**src/rtl/gpio_pkg.sv**
```systemverilog
package gpio_pkg;

    // Byte offsets that the decoder recognises.
    localparam logic [7:0] OFS_DRV     = 8'h00;
    localparam logic [7:0] OFS_PIN     = 8'h04;
    localparam logic [7:0] OFS_OE      = 8'h08;
    localparam logic [7:0] OFS_DRV_SET = 8'h40;
    localparam logic [7:0] OFS_DRV_CLR = 8'h44;
    localparam logic [7:0] OFS_OE_SET  = 8'h48;
    localparam logic [7:0] OFS_OE_CLR  = 8'h4C;

    typedef enum logic [2:0] {
        SEL_NONE,
        SEL_DRV,
        SEL_PIN,
        SEL_OE,
        SEL_DRV_SET,
        SEL_DRV_CLR,
        SEL_OE_SET,
        SEL_OE_CLR
    } reg_sel_e;

    typedef enum logic [1:0] {
        OP_HOLD,
        OP_LOAD,
        OP_SET,
        OP_CLR
    } reg_op_e;

endpackage

```
**src/rtl/gpio_addr_decode.sv**
```systemverilog
module gpio_addr_decode
    import gpio_pkg::*;
#(
    parameter int ADDR_W = 8
) (
    input  logic [ADDR_W-1:0] addr,
    output reg_sel_e          sel
);

    always_comb begin
        sel = SEL_NONE;
        unique case (addr)
            ADDR_W'(OFS_DRV):     sel = SEL_DRV;
            ADDR_W'(OFS_PIN):     sel = SEL_PIN;
            ADDR_W'(OFS_OE):      sel = SEL_OE;
            ADDR_W'(OFS_DRV_SET): sel = SEL_DRV_SET;
            ADDR_W'(OFS_DRV_CLR): sel = SEL_DRV_CLR;
            ADDR_W'(OFS_OE_SET):  sel = SEL_OE_SET;
            ADDR_W'(OFS_OE_CLR):  sel = SEL_OE_CLR;
            default:              sel = SEL_NONE;
        endcase
    end

endmodule

```
**src/rtl/gpio_bit_reg.sv**
```systemverilog
module gpio_bit_reg
    import gpio_pkg::*;
#(
    parameter int W = 32
) (
    input  logic         clk,
    input  logic         rst_n,
    input  reg_op_e      op,
    input  logic [W-1:0] wdata,
    output logic [W-1:0] q
);

    logic [W-1:0] q_next;

    always_comb begin
        q_next = q;
        unique case (op)
            OP_HOLD: q_next = q;
            OP_LOAD: q_next = wdata;
            OP_SET:  q_next = q | wdata;
            OP_CLR:  q_next = q & ~wdata;
            default: q_next = q;
        endcase
    end

    always_ff @(posedge clk or negedge rst_n) begin
        if (!rst_n) begin
            q <= '0;
        end else begin
            q <= q_next;
        end
    end

endmodule

```
**src/rtl/gpio_in_sync.sv**
```systemverilog
module gpio_in_sync #(
    parameter int W = 32
) (
    input  logic         clk,
    input  logic         rst_n,
    input  logic [W-1:0] d,
    output logic [W-1:0] q
);

    logic [W-1:0] meta_q;

    always_ff @(posedge clk or negedge rst_n) begin
        if (!rst_n) begin
            meta_q <= '0;
            q      <= '0;
        end else begin
            meta_q <= d;
            q      <= meta_q;
        end
    end

endmodule

```
**src/rtl/gpio_port_regs.sv**
```systemverilog
module gpio_port_regs
    import gpio_pkg::*;
#(
    parameter int NPINS  = 32,
    parameter int DATA_W = 32,
    parameter int ADDR_W = 8
) (
    input  logic              clk,
    input  logic              rst_n,
    input  logic [ADDR_W-1:0] bus_addr,
    input  logic              bus_we,
    input  logic [DATA_W-1:0] bus_wdata,
    output logic [DATA_W-1:0] bus_rdata,
    input  logic [NPINS-1:0]  pad_in,
    output logic [NPINS-1:0]  pad_out,
    output logic [NPINS-1:0]  pad_oe
);

    reg_sel_e         sel;
    reg_op_e          drv_op;
    reg_op_e          oe_op;
    logic [NPINS-1:0] drv_q;
    logic [NPINS-1:0] oe_q;
    logic [NPINS-1:0] pin_q;
    logic [NPINS-1:0] wbits;

    assign wbits = bus_wdata[NPINS-1:0];

    gpio_addr_decode #(.ADDR_W(ADDR_W)) u_dec (
        .addr (bus_addr),
        .sel  (sel)
    );

    always_comb begin
        drv_op = OP_HOLD;
        oe_op  = OP_HOLD;
        if (bus_we) begin
            unique case (sel)
                SEL_DRV:     drv_op = OP_LOAD;
                SEL_DRV_SET: drv_op = OP_SET;
                SEL_DRV_CLR: drv_op = OP_CLR;
                SEL_OE:      oe_op  = OP_LOAD;
                SEL_OE_SET:  oe_op  = OP_SET;
                SEL_OE_CLR:  oe_op  = OP_CLR;
                default:     ;
            endcase
        end
    end

    gpio_bit_reg #(.W(NPINS)) u_drv (
        .clk   (clk),
        .rst_n (rst_n),
        .op    (drv_op),
        .wdata (wbits),
        .q     (drv_q)
    );

    gpio_bit_reg #(.W(NPINS)) u_oe (
        .clk   (clk),
        .rst_n (rst_n),
        .op    (oe_op),
        .wdata (wbits),
        .q     (oe_q)
    );

    gpio_in_sync #(.W(NPINS)) u_sync (
        .clk   (clk),
        .rst_n (rst_n),
        .d     (pad_in),
        .q     (pin_q)
    );

    always_comb begin
        bus_rdata = '0;
        unique case (sel)
            SEL_DRV: bus_rdata[NPINS-1:0] = drv_q;
            SEL_PIN: bus_rdata[NPINS-1:0] = pin_q;
            SEL_OE:  bus_rdata[NPINS-1:0] = oe_q;
            default: ;
        endcase
    end

    assign pad_out = drv_q;
    assign pad_oe  = oe_q;

endmodule

```
**config.mk**
```make
export PLATFORM = sky130hd
export DESIGN_NAME = gpio_port_regs
export DESIGN_NICKNAME = d
export VERILOG_FILES = /design/src/rtl/gpio_pkg.sv /design/src/rtl/gpio_addr_decode.sv /design/src/rtl/gpio_bit_reg.sv /design/src/rtl/gpio_in_sync.sv /design/src/rtl/gpio_port_regs.sv
export SDC_FILE = /design/constraint.sdc
export NUM_CORES = 1
export LEC_CHECK = 0
export BUFFER_PORTS_ARGS = -buffer_cell sky130_fd_sc_hd__buf_2
export CAP_MARGIN = 20
export CORE_ASPECT_RATIO = 0.9
export CORE_MARGIN = 8
export CORE_UTILIZATION = 51
export DETAILED_ROUTE_END_ITERATION = 10
export GPL_TIMING_DRIVEN = 0
export PLACE_DENSITY_LB_ADDON = 0.2
export SYNTH_ARGS = -nofsm -noshare
export SYNTH_HDL_FRONTEND = slang
export SYNTH_HIERARCHICAL = 1
export SYNTH_SLANG_ARGS = --single-unit
```
**constraint.sdc**
```tcl
create_clock -name clk -period 3.3 [get_ports clk]
set_input_delay 0.495 -clock clk [delete_from_list [all_inputs] [get_ports clk]]
set_output_delay 0.495 -clock clk [all_outputs]
set_load 0.005 [all_outputs]
```
# Word-level counts from Yosys, hierarchy flattened
# Cells that the tools add are included.
[totals] register_bits=128 inputBits=75 out_inout_bits=96 wordCells=39
[op_classes] eq_ne=19 n_mux=8 bitwise=5 reduce_logical=3
[op_table] op="$pmux W32 S3" n=3
[op_table] op="$and A32 B32 Y32" n=2
[op_table] op="$or A32 B32 Y32" n=2
[op_table] op="$eq A8 B7 Y1 const B" n=4
[op_table] op="$not A32 Y32" n=1
[op_table] op="$pmux W3 S7" n=1
[op_table] op="$eq A3 B3 Y1 const B" n=4
[op_table] op="$pmux W2 S3" n=2
[op_table] op="$eq A2 B2 Y1 const B" n=4
[op_table] op="$eq A8 B3 Y1 const B" n=1
[op_table] op="$eq A8 B4 Y1 const B" n=1
[op_table] op="$logic_not A8 Y1" n=1
[op_table] op="$eq A3 B2 Y1 const B" n=2
[op_table] op="$eq A2 B1 Y1 const B" n=2
[op_table] op="$logic_not A2 Y1" n=2
[op_table] op="$mux W2" n=2
[op_table] op="$eq A3 B1 Y1 const B" n=1

# Longest topological paths before layout
# Gate-level depths: netlist of the first run.
[logic_depth] depth_word=7 depth_mapped=11 ltp_nobuf=7

# By module
# The synthesis of the first run kept the hierarchy.
[modules_own_cells] module="gpio_bit_reg" n_inst=2 cells_per_inst=175 area_per_inst_um2=2102.0 seq_area_each_um2=800.8
[modules_own_cells] module="gpio_in_sync" n_inst=1 cells_per_inst=64 area_per_inst_um2=1601.5 seq_area_each_um2=1601.5
[modules_own_cells] module="gpio_port_regs" n_inst=1 cells_per_inst=121 area_per_inst_um2=1058.5 seq_area_each_um2=0.0
[modules_own_cells] module="gpio_addr_decode" n_inst=1 cells_per_inst=10 area_per_inst_um2=65.1 seq_area_each_um2=0.0

# Least setup slack after synthesis of the first run
# OpenSTA, ideal clock, no wires.
[synth_path] path_kind="input to register" from="input port bus_addr[5]" to="register u_drv.q[9]" setup_time_ps=126 arrival_ps=2133 required_time_ps=3174 path_slack_ps=1041 stages=11 path_buffers=4 path_cell_list="nor3_2 nand2_1 nor3_2 buf_2 buf_4 nand2_1 nor2_1 buf_6 buf_12 mux2i_1 a22oi_2"
[synth_via] elab_chain_cells=7 elab_cells_between_ends=18 classes_between="eq/ne: 12; mux: 4; reduce/logical: 2"
[synth_lines] item="start: declaration" line_no="gpio_port_regs.sv:10" source="input logic [ADDR_W-1:0] bus_addr,"
[synth_lines] item="$eq A8 B7 Y1, or another cell as far along" line_no="gpio_addr_decode.sv:12" source="unique case (addr)"
[synth_lines] item="$pmux W3 S7 (*)" line_no="gpio_addr_decode.sv:12"
[synth_lines] item="via sel[0]" line_no="gpio_port_regs.sv:19" source="reg_sel_e sel;"
[synth_lines] item="$eq A3 B3 Y1 or $eq A3 B1 Y1 (tied branches)" line_no="gpio_port_regs.sv:38" source="unique case (sel)"
[synth_lines] item="$pmux W2 S3 (*)" line_no="gpio_port_regs.sv:38"
[synth_lines] item="$mux W2 (*)" line_no="gpio_port_regs.sv:37" source="if (bus_we) begin"
[synth_lines] item="via drv_op[0]" line_no="gpio_port_regs.sv:20" source="reg_op_e drv_op;"
[synth_lines] item="$eq A2 B2 Y1 or $eq A2 B1 Y1 (tied branches)" line_no="gpio_bit_reg.sv:17" source="unique case (op)"
[synth_lines] item="$pmux W32 S3" line_no="gpio_bit_reg.sv:17"
[synth_lines] item="end signal: assignment" line_no="gpio_bit_reg.sv:30" source="q <= q_next;"
[synth_lines] item="end: declaration" line_no="gpio_bit_reg.sv:10" source="output logic [W-1:0] q"
# Mark *: on every way through the listed nets, which the timed path passes. The rest lies on a longest branch.
# A chain may end at the register's enable or synchronous reset.

# Final worst setup path of the first run
[layout_path] from="input port bus_addr[5]" to="output port bus_rdata[4]"
[layout_via] elab_chain_cells=4 elab_cells_between_ends=12 classes_between="eq/ne: 9; mux: 2; reduce/logical: 1"
[layout_lines] item="$eq A8 B7 Y1, or another cell as far along" line_no="gpio_addr_decode.sv:12"
[layout_lines] item="$pmux W3 S7 (*)" line_no="gpio_addr_decode.sv:12"
[layout_lines] item="via sel[1]" line_no="gpio_port_regs.sv:19"
[layout_lines] item="$eq A3 B2 Y1 or $eq A3 B1 Y1 (tied branches)" line_no="gpio_port_regs.sv:75" source="unique case (sel)"
[layout_lines] item="$pmux W32 S3 (*)" line_no="gpio_port_regs.sv:75"
[layout_lines] item="end: declaration" line_no="gpio_port_regs.sv:13" source="output logic [DATA_W-1:0] bus_rdata,"
# Marks and branches as above.

==> results of run 1 <==
[power breakdown]
part | switching (W) | internal, W | total (W)
logic | 0.000114 | 0.000115 | 0.000228
registers | 0.0000185 | 0.00161 | 0.00163
clock network | 0.000799 | 0.00108 | 0.00188
[state kept, by name, indices dropped and copies added, names as in the netlist]
name           cells
u_sync/q          32
u_sync/meta_q     32
u_drv/q           32
u_oe/q            32
[cells by family after synthesis]
family | count (synthesis) | share of synthesized area, %
AOI/OAI and AO/OA | 192 | 24.8
xor gates and xnor gates | 1 | 0.126
buffers and inverters | 50 | 7.31
DFF | 128 | 46.2
muxes | 96 | 13.9
and+or+nand+nor | 78 | 7.62
[metrics by stage]
step	total power, W	utilization (%)	hold slack, ns	area, um^2
after floorplan	0.00176	-	0.199	6930
after global placement	0.00187	60.0	0.334	7990
after detailed placement	0.00189	60.3	0.335	8020
after CTS	0.00378	64.7	0.00583	8620
after global routing	0.00388	64.7	0.0375	8620
final	0.00374	64.7	0.00804	8620
[layout make-up]
type | instances | share of cell area (%)
Multi-Input combinational cell | 367 | 37.4
Sequential cell | 128 | 37.2
Timing Repair Buffer | 171 | 10.3
Buffer | 47 | 5.75
Clock buffer | 17 | 4.94
Tap cell | 168 | 2.44
Clock inverter | 15 | 1.93
Inverter | 3 | 0.131
Antenna cell | 1 | 0.0290
[metal layers]
metal  vias up  global-route usage (%)
li1       2394                       -
met1      2598                    27.8
met2       190                    35.1
met3        31                    6.97
met4         2                    9.54
met5         -                       0
[cells in the final DEF, fill, tap and decap left out, types with 17 or more instances in the layout]
cell,netlist,routed
buf_2,13,182
dfrtp_1,128,128
mux2i_1,96,96
a21bo_2,54,54
a22oi_1,52,52
or2b_1,38,38
nand2b_1,26,26
clkbuf_16,0,17
[final timing paths]
check	start	endpoint	slack (ns)	depth (start not counted)
max	bus_addr[5]	bus_rdata[4]	0.64	9
min	rst_n	u_oe/q[5]$_DFFE_PN0P_	0.008	1
max reg2reg	u_oe/q[14]$_DFFE_PN0P_	u_oe/q[14]$_DFFE_PN0P_	2.41	2
min reg2reg	u_sync/meta_q[2]$_DFF_PN0_	u_sync/q[2]$_DFF_PN0_	0.34	0
max in group asynchronous	rst_n	u_drv/q[14]$_DFFE_PN0P_	2.54	2
min in group clk	pad_in[18]	u_sync/meta_q[18]$_DFF_PN0_	0.17	1
[critical path, stage by stage]
cell,delay (ns)
buf_2,0.10
nor3_2,0.17
nand2_1,0.11
nor2_1,0.18
buf_6,0.16
buf_6,0.18
mux2i_1,0.45
a211oi_2,0.15
buf_2,0.15
==> results.yml, run 1 <==
synth:
  synth_top_flop_cell: "dfrtp_1"
  postSynthCellCount: 545
  ys_types: 27
  yosysMostFrequentCell: "dfrtp_1"
  syn_nets: 620
  syn_area_per_cell_um2: 12.7
  ys_warn_count: 6
  synthTopCellsByArea: "dfrtp_1 (46%), mux2i_1 (14%), a21bo_2 (7.8%), a22oi_1 (5.6%), or2b_1 (4.1%)"
  synth_top_area_share_pct: 46.2
  async_flop_share_pct: 100
  ys_seq_area_share_pct: 46.2
  synth_edf_count: 0
  yosys.area.top_type: "dfrtp_1"
  ys_seq_elements: 128
  syn_area_um2: 6930
  synth_top_cells_by_count: "dfrtp_1 (128), mux2i_1 (96), a21bo_2 (54)"
route:
  drc: 0
  met2_length_mm: 9.19
  dr.pass1.iters: 4
  wl_per_cell_um: 20.8
  viasPerCell: 5.69
  met1_length_mm: 8.24
  drt_iter0_markers: 363
  routed_wirelength_mm: 19.1
  num_vias: 5215
  ant_nets: 0
  wl_met3_mm: 1.23
  routed.top_layer: "met5"
timing:
  fmax_mhz: 376
  setup_slack_ns: 0.643
  slew_viol_final: 0
  hold_viol: 0
  slew_headroom_pct: 51.2
  tightestPinTransition_ns: 0.732
  period_minus_slack_ns: 2.66
  fin_skew_ns: 0.00838
  period_share_pct: 80.5
  setup_viol: 0
  rsz0062_at_grt: "false"
  setup_tns_ns: 0
clocking:
  postCtsHoldBufs: 0
  cts_setup_buffers: 0
  clockBufferDepth: 2
  cts.sinks: 128
  cts.htree.levels: 4
  ctsResizeCount: 0
  root_buffer: "clkbuf_16"
  clk_pin_slew_ns: 0.06
  cts_tree: "done"
  cts_inserted_buffers: 17
  clk_latency_ns: 0.43
final_layout:
  multi_input_area_um2: 3220
  layout.nets: 810
  fin_cells: 917
  num-fill-cells: 1040
  seqCellArea_um2: 3200
  drive_gt1_share_pct: 46.5
  area_delta_synth_final_pct: 24.4
critical_path:
  path_max_fanout: 10
  cp.arrival_ns: 2.16
  critPathRequiredTime_ns: 2.80
  critPathKind: "primary input to primary output"
  end_kind: "primary output"
  crit_path_start_kind: "primary input"
global_route:
  grt_pass1_vias: 5653
  grt_max_degree: 83
  grt-ovfl-total: 0
  grt_pass1_wl_mm: 30.7
  antenna_found_initial: 1
  grt_use_total_pct: 22.3
placement:
  port_buffers: 170
  place_congestion: 0.811
  dp.cells: 884
  hpwlAfterDp_mm: 13.8
  place_ws_ns: 0.533
hold_path:
  hold_class: "primary input to asynchronous set/reset pin"
floorplan:
  die_area_um2: 17600
  core_area_um2: 13300
  die_w_um: 139
  start_util_pct: 52.0
  die_h_um: 127
  num_rows: 40
  io_pins: 171
power_and_ir_drop:
  powerDensity_nw_per_um2: 434
  power.leakage_nw: 3.84
  peakVddDrop_uv: 458
run_status:
  status: "finished, final reports clean"
job:
  drv_cap: 0
(Power assumes the default switching activity.)
==> inputs of run 2 (changes only) <==
--- a/config.mk
+++ b/config.mk
@@ -9,7 +9,7 @@
 export CAP_MARGIN = 20
 export CORE_ASPECT_RATIO = 0.9
 export CORE_MARGIN = 8
-export CORE_UTILIZATION = 51
+export CORE_UTILIZATION = 49
 export DETAILED_ROUTE_END_ITERATION = 10
 export GPL_TIMING_DRIVEN = 0
 export PLACE_DENSITY_LB_ADDON = 0.2
==> constraint.sdc (replaced) <==
create_clock -name clk -period 2.3 [get_ports clk]
set_input_delay 0.345 -clock clk [delete_from_list [all_inputs] [get_ports clk]]
set_output_delay 0.345 -clock clk [all_outputs]
set_load 0.005 [all_outputs]
==> run 2 against run 1 <==
  * Clock power rose by 53%
  * Design area increased by 1.3%
  * Combinational power up 46%
  * Total power increased by 49%
  * Critical path depth stayed put
  * Flip-flop and latch count stayed put
==> results.yml, run 2 (synthesis results as in run 1) <==
hold_path:
  hold_class: "primary input to register"
  hp-start: "pad_in[13]"
critical_path:
  reg2reg_slack_ns: 1.37
  critPathMaxStageDelay_ns: 0.28
  cp_top_family: "buffers and inverters"
  cp_common_cell: "buf_2"
  setup.worst_path.start: "bus_addr[5]"
  cp.arrival_ns: 1.85
  cp_slowest_cell: "nor3_4"
  path_max_fanout: 10
  critPathRequiredTime_ns: 1.96
  crit_path_start_kind: "primary input"
  reg2reg_from: "u_oe/q[4]$_DFFE_PN0P_"
  path_depth: 9
  critPathKind: "primary input to primary output"
  worst-r2r-cell-count: 2
  rr_endpoint: "u_oe/q[4]$_DFFE_PN0P_"
  end_kind: "primary output"
  cp_num_buf_inv: 4
  crit_chain: "buf_2 -> nor3_2 -> nand2_2 -> nor3_4 -> buf_6 -> buf_4 -> a21oi_2 -> a211oi_2 -> buf_2"
  endpoint: "bus_rdata[6]"
clocking:
  root_buffer: "clkbuf_16"
  clk_pin_slew_ns: 0.06
  cts_inserted_buffers: 17
  clk_latency_ns: 0.41
  cts_tree: "done"
  cts.htree.levels: 4
  clockBufferDepth: 2
  cts.sinks: 128
global_route:
  grt-ovfl-total: 0
  grt_pass1_vias: 5556
  grt_pass1_wl_mm: 30.4
  antenna_found_initial: 2
  grt_max_degree: 101
  grt_use_total_pct: 21.7
route:
  routed_wirelength_mm: 19.4
  wl_per_cell_um: 20.6
  drt_iter0_markers: 381
  ant_nets: 0
  num_vias: 5188
  dr.pass1.iters: 5
  drc: 0
  viasPerCell: 5.51
final_layout:
  drive_gt1_share_pct: 46.7
  final_cell_mix: "buf_2 (180), dfrtp_1 (128), mux2i_1 (95)"
  finalInstanceArea_um2: 8730
  fin_util_pct: 62.8
  layout.nets: 811
  final_common_cell: "buf_2"
  area_delta_synth_final_pct: 25.9
power_and_ir_drop:
  peakVddDrop_uv: 597
  powerDensity_nw_per_um2: 637
  p_total_w: 0.00556
  power.leakage_nw: 3.86
floorplan:
  io_pins: 171
  die_w_um: 141
  start_util_pct: 49.8
  core_area_um2: 13900
  num_rows: 41
  die_h_um: 129
  die_area_um2: 18200
job:
  drv_cap: 0
timing:
  setup_viol: 0
  hold_viol: 0
  fmax_mhz: 456
  fin_skew_ns: 0.00235
  period_share_pct: 95.4
  period_minus_slack_ns: 2.20
  tightestPinTransition_ns: 0.513
  slew_viol_final: 0
  rsz0062_at_grt: "false"
  slew_headroom_pct: 65.8
  setup_tns_ns: 0
placement:
  hpwlAfterDp_mm: 13.8
  post_dp_cell_area_um2: 8060
  place_congestion: 0.821
  port_buffers: 170
run_status:
  status: "finished, final reports clean"
-- run 2: what timing repair did --
item / in CTS / in global routing
resized for setup: 3 / 9
endpoints found under the setup margin: 21 / 16
hold buffers: 1 / 0
buffers inserted: 0 / 0
hold endpoints to repair: 28 / 0
-- run 2: cell type report --
cell class                 instances  area (um^2)
fill                            1112         5170
multi-input combinational        367         3230
sequential                       128         3200
timing repair buffer             172          895
buffer                            47          509
clock buffer                      23          478
tap                              193          241
clock inverter                     8          153
inverter                           3         11.3
antenna                            1         2.50
-- run 2: power by group --
group          internal (W)  total, W  switching, W
registers           0.00232   0.00234     0.0000257
logic              0.000167  0.000334      0.000167
clock network       0.00190   0.00288      0.000984
total               0.00438   0.00556       0.00118
-- run 2: worst min-delay path by stage --
stage                                              to  slack (ns)  cells past startpoint
final                     u_sync/meta_q[13]$_DFF_PN0_        0.03                      1
after global routing      u_sync/meta_q[14]$_DFF_PN0_        0.01                      1
after CTS                 u_sync/meta_q[13]$_DFF_PN0_        0.02                      1
after detailed placement       u_sync/q[20]$_DFF_PN0_        0.24                      1
after global placement         u_sync/q[15]$_DFF_PN0_        0.33                      0
after floorplan                u_drv/q[0]$_DFFE_PN0P_        0.05                      0
-- run 2: metrics by stage --
| step | instances | hold slack [ns] | setup WS, ns |
|---|---|---|---|
| CTS | 941 | 0.0168 | 0.00709 |
| global route | 942 | 0.0146 | 0.00869 |
| finish | 942 | 0.0320 | 0.105 |
| floorplan | 545 | 0.0494 | 0.191 |
| global placement | 908 | 0.332 | -0.792 |
| detailed placement | 909 | 0.237 | -0.344 |
-- run 2: per-layer routing --
layer / vias up / GRT usage, % / part of all wire, %
met2: 201 / 35.6 / 48
met5: - / 0 / 0.067
met4: 2 / 10.2 / 3.3
met3: 43 / 6.74 / 7.1
met1: 2550 / 25.8 / 42
li1: 2392 / - / -
==> inputs of run 3 (changes only) <==
--- a/config.mk
+++ b/config.mk
@@ -9,7 +9,7 @@
 export CAP_MARGIN = 20
 export CORE_ASPECT_RATIO = 0.9
 export CORE_MARGIN = 8
-export CORE_UTILIZATION = 49
+export CORE_UTILIZATION = 38
 export DETAILED_ROUTE_END_ITERATION = 10
 export GPL_TIMING_DRIVEN = 0
 export PLACE_DENSITY_LB_ADDON = 0.2
==> run 3 against run 2 <==
  * Non-clock buffer count stayed put
  * Utilization down 15 points
  * Die area is 25% higher
  * Final cell count increased by 5.4%
  * Clock-buffer cell count fell by 4
  * Clock skew increased by 0.0041 ns
  * Sequential power about the same
  * Global-route usage down 3.0 points
  * Combinational power barely moved
  * Register-to-register slack hardly changed
  * Highest routed layer unchanged
==> results.yml, run 3 (synthesis results as in run 1) <==
power_and_ir_drop:
  powerDensity_nw_per_um2: 603
  power.leakage_nw: 3.84
  peakVddDrop_uv: 477
  p_total_w: 0.00527
critical_path:
  critPathMaxStageDelay_ns: 0.37
  crit_path_start_kind: "primary input"
  critPathKind: "primary input to primary output"
  path_max_fanout: 10
  cp_slowest_cell: "mux2i_2"
  crit_chain: "buf_2 -> nor3_2 -> nand2_1 -> nor2_1 -> buf_6 -> buf_6 -> mux2i_2 -> a211oi_2 -> buf_2"
  end_kind: "primary output"
  cp.arrival_ns: 1.87
  critPathRequiredTime_ns: 1.96
route:
  ant_nets: 0
  routed_wirelength_mm: 21.2
  drt_iter0_markers: 313
  viasPerCell: 5.33
  wl_per_cell_um: 21.3
  dr.pass1.iters: 4
  drc: 0
  num_vias: 5294
clocking:
  cts.htree.levels: 4
  clk_latency_ns: 0.42
  cts_inserted_buffers: 17
  cts.sinks: 128
  clk_pin_slew_ns: 0.06
  root_buffer: "clkbuf_16"
  clockBufferDepth: 2
  cts_tree: "done"
floorplan:
  num_rows: 47
  start_util_pct: 38.3
  core_area_um2: 18100
  die_area_um2: 22800
  io_pins: 171
  die_h_um: 144
  die_w_um: 158
timing:
  slew_headroom_pct: 64.1
  hold_viol: 0
  period_minus_slack_ns: 2.22
  fmax_mhz: 451
  fin_skew_ns: 0.00650
  tightestPinTransition_ns: 0.538
  period_share_pct: 96.4
  setup_viol: 0
  rsz0062_at_grt: "false"
  slew_viol_final: 0
global_route:
  grt_pass1_wl_mm: 32.2
  grt_pass1_vias: 5793
  grt_use_total_pct: 18.7
  grt-ovfl-total: 0
  grt_max_degree: 78
  antenna_found_initial: 1
final_layout:
  final_common_cell: "buf_2"
  final_cell_mix: "buf_2 (180), dfrtp_1 (128), mux2i_1 (92)"
  drive_gt1_share_pct: 47.3
  area_delta_synth_final_pct: 26.1
  layout.nets: 811
  fin_util_pct: 48.2
  num_antenna_cells: 0
placement:
  port_buffers: 170
  hpwlAfterDp_mm: 15.2
  place_congestion: 0.769
hold_path:
  hold_class: "primary input to register"
job:
  drv_cap: 0
run_status:
  status: "finished, final reports clean"
==> run 3: changes by cell type in the layout (fill, tap and decap cells not counted), moves of 2 or more <==
cell,previous run,this run
clkinv_4,1,3
bufinv_16,4,1
mux2i_1,95,92
clkbuf_1,4,1
clkinv_2,0,3
mux2i_2,1,4
==> run 3: metrics by stage <==
stage	setup TNS [ns]	area, um^2	hold slack, ns	std cells	setup slack (ns)
final	0	8740	0.0277	993	0.0829
after global routing	0	8740	0.0108	993	0.00363
after CTS	0	8700	0.0152	993	0.00536
after detailed placement	-21.07	8120	0.335	961	-0.377
after global placement	-127.72	8090	0.334	960	-0.852
after floorplan	0	6930	0.0494	545	0.191
==> run 3: worst max-delay path, delay by kind of cell <==
| family | cells | cell delay, ns |
|---|---|---|
| buffers and inverters | 4 | 0.58 |
| AO/OA/AOI/OAI | 1 | 0.12 |
| multiplexers | 1 | 0.37 |
| AND/OR/NAND/NOR | 3 | 0.45 |
==> run 3: layer usage <==
metal / track usage [%] / part of all wire (%) / up-vias / wire length [um]
met4: 7.44 / 2.3 / 2 / 497
met2: 31.8 / 50 / 192 / 10500
li1: - / - / 2393 / -
met5: 0 / 0.052 / - / 11
met1: 22.4 / 41 / 2673 / 8760
met3: 4.66 / 6.6 / 34 / 1400
==> run 3: path summary, 6_finish.rpt <==
check,from,to,slack [ns],cells after the start
setup / recovery,bus_addr[5],bus_rdata[5],0.08,9
hold / removal,pad_in[3],u_sync/meta_q[3]$_DFF_PN0_,0.03,1
setup reg to reg,u_oe/q[5]$_DFFE_PN0P_,u_oe/q[5]$_DFFE_PN0P_,1.36,2
hold reg to reg,u_sync/meta_q[10]$_DFF_PN0_,u_sync/q[10]$_DFF_PN0_,0.35,0
max in group asynchronous,rst_n,u_oe/q[10]$_DFFE_PN0P_,1.08,3
min in group asynchronous,rst_n,u_sync/meta_q[0]$_DFF_PN0_,0.46,2
==> run 3: repair_timing <==
item,4_1_cts,5_1_grt
buffers inserted,0,0
hold buffers,1,0
hold endpoints to repair,51,0
cloned,0,0
resized for setup,3,10
endpoints found under the setup margin,19,16
==> run 3: where the power goes <==
part           switching, W  total, W  internal, W  leakage (nW)
Clock               0.00105   0.00259      0.00154         0.272
Sequential        0.0000263   0.00234      0.00232          1.64
Combinational      0.000170  0.000337     0.000167          1.92
Total               0.00124   0.00527      0.00402          3.84
==> run 3: layout make-up <==
cell class	count	area [um^2]
flip-flops and latches	128	3200
clock inverters	12	111
clock buffers	19	453
well taps	245	307
inverters	3	11.3
multi-input cells	367	3250
repair buffers	172	895
plain buffers	47	510
fillers	1716	9380
